### config.mk
export PLATFORM = sky130hd
export DESIGN_NAME = pirq_steer
export DESIGN_NICKNAME = d
export VERILOG_FILES = /design/src/rtl/pirq_steer.sv
export SDC_FILE = /design/constraint.sdc
export NUM_CORES = 1
export LEC_CHECK = 0
export BUFFER_PORTS_ARGS = -buffer_cell sky130_fd_sc_hd__buf_4
export CORE_MARGIN = 1.5
export CORE_UTILIZATION = 35
export DETAILED_ROUTE_END_ITERATION = 8
export SYNTH_ARGS = -nofsm -noshare
export SYNTH_HDL_FRONTEND = slang
export SYNTH_SLANG_ARGS = --single-unit
### constraint.sdc
create_clock -name clk -period 3.6 [get_ports clk]
set_input_delay 0.36 -clock clk [delete_from_list [all_inputs] [get_ports clk]]
set_output_delay 0.36 -clock clk [all_outputs]
set_load 0.02 [all_outputs]
### src/rtl/pirq_steer.sv
module pirq_steer #(
  parameter int NPIN  = 4,
  parameter int NISA  = 16,
  parameter int BASE  = 'h60,
  parameter logic [7:0] RSTV = 8'h80,
  localparam int ISAW = $clog2(NISA)
) (
  input  logic                 clk,
  input  logic                 rst,
  input  logic                 cfg_we,
  input  logic [7:0]           cfg_addr,
  input  logic [2:0]           cfg_size,
  input  logic [31:0]          cfg_wdata,
  output logic [31:0]          cfg_rdata,
  input  logic [NPIN-1:0]      pci_lvl,
  output logic [NISA-1:0]      isa_irq,
  output logic [NPIN-1:0]      route_en,
  output logic [NPIN*ISAW-1:0] route_num
);
  localparam int NTRK = NISA * NPIN;

  logic [7:0]      rte    [NPIN];
  logic [7:0]      rte_nx [NPIN];
  logic [NTRK-1:0] track, track_nx;
  logic [NISA-1:0] isa_nx;
  logic            hit;

  always_comb begin
    rte_nx    = rte;
    hit       = 1'b0;
    cfg_rdata = '0;
    for (int i = 0; i < 4; i++) begin
      for (int p = 0; p < NPIN; p++) begin
        if (i < int'(cfg_size) && int'(cfg_addr) + i == BASE + p) begin
          cfg_rdata[8*i +: 8] = rte[p];
          if (cfg_we) begin
            rte_nx[p] = cfg_wdata[8*i +: 8];
            hit       = 1'b1;
          end
        end
      end
    end
  end

  always_comb begin
    track_nx = hit ? '0 : track;
    for (int p = 0; p < NPIN; p++) begin
      if (hit) begin
        if (int'(rte_nx[p]) < NISA)
          track_nx[int'(rte_nx[p][ISAW-1:0]) * NPIN + p] = pci_lvl[p];
      end else if (int'(rte[p]) < NISA) begin
        track_nx[int'(rte[p][ISAW-1:0]) * NPIN + p] = pci_lvl[p];
      end
    end
    for (int n = 0; n < NISA; n++)
      isa_nx[n] = |track_nx[n*NPIN +: NPIN];
  end

  always_ff @(posedge clk) begin
    if (rst) begin
      for (int p = 0; p < NPIN; p++) rte[p] <= RSTV;
      track   <= '0;
      isa_irq <= '0;
    end else begin
      rte     <= rte_nx;
      track   <= track_nx;
      isa_irq <= isa_nx;
    end
  end

  for (genvar p = 0; p < NPIN; p++) begin : g_pin
    logic [NISA-1:0] col;
    for (genvar n = 0; n < NISA; n++) begin : g_col
      assign col[n] = track[n*NPIN + p];
    end
    assign route_en[p] = int'(rte[p]) < NISA;
    assign route_num[p*ISAW +: ISAW] = route_en[p] ? rte[p][ISAW-1:0] : '1;

    // a disabled line holds no tracked level anywhere
    a_r3_off_silent: assert property (@(posedge clk) disable iff (rst)
      !route_en[p] |-> (col == '0));

    // a high enabled line forces its target output high
    a_r4_src_drives: assert property (@(posedge clk) disable iff (rst)
      (route_en[p] && $past(pci_lvl[p])) |-> isa_irq[route_num[p*ISAW +: ISAW]]);
  end

  // outputs quiet and all lines disabled right after reset
  a_r2_reset_quiet: assert property (@(posedge clk) disable iff (rst)
    $past(rst) |-> (isa_irq == '0 && route_en == '0));

  // without steering writes, unchanged inputs keep outputs unchanged
  a_r5_hold: assert property (@(posedge clk) disable iff (rst)
    (!hit && $stable(pci_lvl)) |=> $stable(isa_irq));
endmodule

Word level (Yosys, flattened, before mapping)
Index checks and enable logic that the tools add are counted.
{ "op_classes": {"eq_ne": 16, "reduce_logical": 40, "magnitude_cmp": 28, "muxes": 121, "n_addsub": 9} }
{ "op_table": {"columns": ["op", "n"], "rows": [
  ["$mux W64", 13],
  ["$bwmux W64", 8],
  ["$mux W8", 48],
  ["$eq A32 B8 Y1 const B", 9],
  ["$lt A8 B5 Y1 const B", 8],
  ["$reduce_or A4 Y1", 16],
  ["$ge A7 B1 Y1 const B", 6],
  ["$lt A7 B7 Y1 const B", 6],
  ["$mux W1", 40],
  ["$demux W1 S6", 6],
  ["$eq A8 B8 Y1 const B", 4],
  ["$add A6 B2 Y7 const B", 4],
  ["$eq A9 B7 Y1 const B", 3],
  ["$logic_and A1 B1 Y1", 24],
  ["$add A8 B2 Y9 const B", 2],
  ["$mux W4", 4],
  ["$add A6 B1 Y7 const B", 2],
  ["$lt A6 B7 Y1 const B", 2],
  ["$ge A6 B1 Y1 const B", 2],
  ["$add A8 B1 Y9 const B", 1],
  ["$demux W1 S4", 2],
  ["$lt A1 B3 Y1 const A", 2],
  ["$lt A2 B3 Y1 const A", 2]
]} }
{ "word_totals": {"elab_cells": 220, "regBits": 112, "in_bits": 50, "output_inout_bits": 68} }

Logic depth before layout (Yosys ltp)
{ "logic_depth": {"ltp_word": 47, "mapped_depth": 15, "mapped_depth_nobuf": 12} }

Worst setup path after synthesis
Ideal clock, no wire load.
{ "synth_path": {"path_kind": "input-to-reg", "startpoint": "input cfg_addr[1]", "endpoint": "register isa_irq[3]", "required_ps": 3523, "setup_time_ps": 77, "setup_slack_ps": 282, "t_arrival_ps": 3242, "cell_stages": 13, "n_path_buf": 2, "cell_sequence": "buf_2 inv_1 ha_1 a21o_1 a2111oi_2 nor3_1 nor3_1 buf_2 a2bb2oi_1 or3_1 or2_4 o32a_1 a41oi_2"} }
{ "synth_via": {"elab_chain_cells": 47, "elab_cells_between_ends": 143, "classes_between": "add/sub: 6; order compare: 12; eq/ne: 16; mux: 88; reduce/logical: 21"} }
{ "synth_lines": {"columns": ["element", "line_no", "text"], "rows": [
  ["start, declared", "11", "input logic [7:0] cfg_addr,"],
  ["$eq A8 B8 Y1", "34", "if (i < int'(cfg_size) && int'(cfg_addr) + i == BASE + p) begin"],
  ["$logic_and A1 B1 Y1", "34", null],
  ["$mux W1", "34", null],
  ["$mux W1", "36", "if (cfg_we) begin"],
  ["$mux W1", "34", null],
  ["$mux W1", "36", null],
  ["$mux W1", "34", null],
  ["$mux W1", "36", null],
  ["(+31 left out)", null, null],
  ["$mux W64", "48", "if (hit) begin"],
  ["$bwmux W64, on equally long branches", "52, 50", null],
  ["$mux W64, on equally long branches", "51, 49", null],
  ["$mux W64", "48", null],
  ["$bwmux W64, on equally long branches", "52, 50", null],
  ["$mux W64, on equally long branches", "51, 49", null],
  ["$mux W64 (*)", "48", null],
  ["$reduce_or A4 Y1 (*)", "56", "isa_nx[n] = |track_nx[n*NPIN +: NPIN];"],
  ["end signal, assigned", "67", "isa_irq <= isa_nx;"],
  ["end, declared", "16", "output logic [NISA-1:0] isa_irq,"]
]} }
Mark *: on every way between the ends. The rest lies on a longest branch, timed or not.
A chain may end at the register's enable or synchronous reset.

Final worst setup path
{ "layout_path": {"startpoint": "input cfg_addr[1]", "endpoint": "register isa_irq[2]"} }
Same word-level chain as after synthesis.

==> results.rst <==
.. list-table::
   :header-rows: 1

   * - Metric
     - Value
   * - CTS root buffer
     - clkbuf_16
   * - Crit path max-delay cell type
     - mux2_2
   * - Final number of max-transition violations
     - 0
   * - Hold Worst Slack
     - 0.378 ns
   * - Vias in the first global route
     - 9195
   * - Largest net degree at the start of global routing
     - 55
   * - Category of cells accounting for the largest share of critical-path delay
     - buffers and inverters
   * - CP Capture Type
     - flop
   * - Post-Syn Nets
     - approximately 1200
   * - Number of buffer and inverter stages on the critical path
     - 6
   * - Number of buffers added by the clock tree synthesis step
     - 9
   * - Final routed wirelength across all metal layers
     - about 37 mm
   * - Share of flip-flops with an asynchronous set or reset after synthesis
     - 0%
   * - Final Critical Period
     - approximately 3.4 ns
   * - Fmax achieved
     - slightly below 300 MHz
   * - Number of primary I/O pins
     - roughly 120
   * - Ranking of synthesized cells by area
     - dfxtp_1 (27%), nor2_1 (8.3%), a21oi_1 (7.9%)
   * - Kind of critical path
     - input port to flop
   * - Biggest cell delay along the critical path
     - 0.36 ns
   * - Sequential area share after synthesis
     - between 20% and 30%
   * - Total congestion overflow
     - 0
   * - Fill count
     - 2359
   * - Residual DRC count
     - 0
   * - Hold Violations, Final
     - 0
   * - Crit path required time
     - between 3 and 4 ns
   * - Critical Path, Cell by Cell
     - buf_4 > ha_2 > buf_4 > and4bb_2 > a31o_2 > a22o_1 > buf_4 > nand4_2 > mux2_2 > a21oi_1 > nand4b_1 > buf_4 > nor4_2 > buf_4 > a211oi_1 > buf_4 > a31oi_1
   * - Standby leakage power
     - 4.76 nW
   * - Synthesized instance count
     - 1124
   * - Crit-path most repeated cell
     - buf_4
   * - Data arrival time at the worst-slack endpoint
     - 3.73 ns
   * - Biggest area consumer among synthesized cells
     - dfxtp_1
   * - Worst-Skew Late Latency
     - 0.36 ns
   * - Die ar.
     - 25000 um2
   * - Total of endpoints with negative setup slack in the final report
     - 0
   * - Number of DRC markers in iteration 0
     - 1033
   * - Routability cong.
     - 1.01
   * - Avg WL per Cell
     - 21.7 um
   * - Average size of a mapped cell
     - around 7.5 um2
   * - Y dimension of the die
     - 158 um
   * - DRT Pass-1 Iters
     - 6
   * - Netlist Area Pre-Place
     - 8410 um2
   * - Slew headroom
     - 46.9%
   * - Count of placed standard cells including taps
     - 1700
   * - Total GRT Usage
     - roughly 30%
   * - Number of sinks driven by the clock tree
     - 112
   * - Flip-flop and latch count after synthesis
     - 112
   * - Detailed Place HPWL
     - 28.9 mm
   * - CTS Hold Bufs
     - 0
   * - Row count
     - 56
   * - Yosys warning count
     - 0
   * - Die width
     - 158 um
   * - Sum Neg Setup Slack
     - 0 ns
   * - Number of enable flip-flop cells after synthesis
     - 0
   * - DP Worst Slack
     - -0.446 ns
   * - Maximum Capacitance Violations
     - 0
   * - Power density relative to cell area
     - 231 nW/um2
   * - First-pass GRT wire length
     - 55.9 mm
   * - Vias per Instance
     - about 5.8
   * - Post-synthesis to final-layout area growth
     - 35.4%
   * - Initial antenna violation count
     - 0
   * - Final design area excluding fillers
     - 11400 um2
   * - Depth of the CTS H-tree
     - 3
   * - Final critical-path share of the clock period
     - 95.7%
   * - Final Util
     - 48.4%
   * - Primary flip-flop cell chosen by synthesis mapping
     - dfxtp_1
   * - Startpoint kind of the worst setup timing path
     - input port
   * - Clock Skews
     - 0.0156 ns
   * - Maximum ir drop on the vdd rail
     - 0.000271 V
   * - Result of the run
     - complete, no violations
   * - Area fraction of the dominant cell type after synthesis
     - 26.7%
   * - Count of input and output buffers
     - 117
   * - Remaining antenna violation count after routing
     - 0
   * - Layout cells sized above 1
     - between 30% and 40%
   * - Worst slew pin tran
     - 0.796 ns
   * - Antenna cells
     - 0
   * - Unique masters post-synth
     - 92
   * - Crit-path max FO
     - 7
   * - Final cell count without fillers
     - 1716
   * - Initial Utilization
     - 35.7%
   * - Final WS setup
     - 0.155 ns
   * - Class of the worst hold path
     - input port to flop
   * - Reg clk slew, reported paths
     - 0.08 ns
   * - Maximum number of buffers from clock root to sink
     - 2
   * - Core region area
     - 23500 um2
   * - Area after detailed placement
     - 11000 um2
   * - Number of nets in the layout
     - 1444
   * - Total Power Consumption
     - approximately 2.6 mW
   * - Routed vias
     - 10000
   * - TritonCTS clock tree
     - yes
[Yosys cell counts (5+ instances only)]
master,n
o21ai_0,14
nor4_1,20
nor3_1,16
o211ai_1,7
mux4_2,16
nand2_1,120
a22oi_1,15
a211oi_1,8
inv_1,10
nand3_1,72
buf_1,8
nor2_1,185
o22ai_1,5
and3_1,6
nand4_1,7
or2_2,10
a31oi_1,11
buf_2,17
mux2_2,12
a21oi_1,132
and2_1,14
clkbuf_1,50
a21o_1,7
or3_1,8
mux2i_1,65
a41oi_1,12
nand2b_1,20
a22o_1,5
a222oi_1,9
dfxtp_1,112
nor4_2,5
o32a_1,5
nor2b_1,28
[cell type report]
type	count	area (um2)	area share, %
clock inverters	6	53.8	0.472
multi-input cells	922	5860	51.5
repair buffers	337	2550	22.4
well taps	319	399	3.50
inverters	10	37.5	0.330
clock buffers	10	239	2.10
flip-flops and latches	112	2240	19.7
[worst register-to-register path, delay by kind of cell (launching register included)]
| kind | cells | cell delay, ns |
|---|---|---|
| compound gates | 3 | 0.71 |
| buf+inv | 2 | 0.37 |
| flops | 1 | 0.43 |
| mux | 1 | 0.20 |
| simple gates | 4 | 1.17 |
[path summary, 6_finish.rpt]
path / from / endpoint / slack (ns) / depth (start not counted)
hold reg to reg: track[32] / track[32] / 0.61 / 4
setup reg to reg: rte[30] / isa_irq[0] / 0.58 / 10
setup / recovery: cfg_addr[1] / isa_irq[2] / 0.16 / 17
hold / removal: cfg_wdata[30] / rte[6] / 0.38 / 3
[repair_timing]
action / 4_1_cts / 5_1_grt
gates cloned: 0 / 0
endpoints found under the setup margin: 10 / 29
buffers inserted: 0 / 0
gates resized for setup: 2 / 9
[cells in the final DEF, fill, tap and decap left out, drive strengths merged, types with 10 or more instances in the layout]
cell / n
or2: 13
buf: 337
dfxtp: 112
a41oi: 14
inv: 15
clkbuf: 10
mux2: 12
nor2: 186
and2: 16
a31oi: 11
nor2b: 28
a21oi: 133
nor4: 27
mux2i: 65
nand3: 73
nor3: 17
o21ai: 17
mux4: 16
nand2b: 20
nand2: 120
a22oi: 17
[routing by layer]
layer / vias to the layer above / global-route usage [%] / part of all wire [%]
met4: 0 / 8.81 / 2.5
met1: 4751 / 41.6 / 43
li1: 4652 / - / -
met3: 69 / 5.04 / 9.7
met2: 529 / 47.2 / 44
met5: - / 0 / 0
[sequential cells by signal, summed over array words and instances, names as in the netlist]
signal,flops
track,64
rte,32
isa_irq,16
[power by group]
group | internal (mW) | switching [mW]
logic | 0.135 | 0.213
clock network | 0.507 | 0.534
registers | 1.24 | 0.00585
[cells by family (layout without fill, tap and decap cells)]
| group | count (synthesis) | in the layout | synth area share (%) |
|---|---|---|---|
| compound gates | 274 | 274 | 21.8 |
| simple gates | 551 | 551 | 32.8 |
| mux | 93 | 93 | 13.6 |
| xor+xnor | 2 | 2 | 0.208 |
| buf+inv | 90 | 363 | 4.58 |
| fa+ha+maj | 2 | 2 | 0.298 |
| flops | 112 | 112 | 26.7 |
Note: power is estimated with default switching activity, not from simulation.
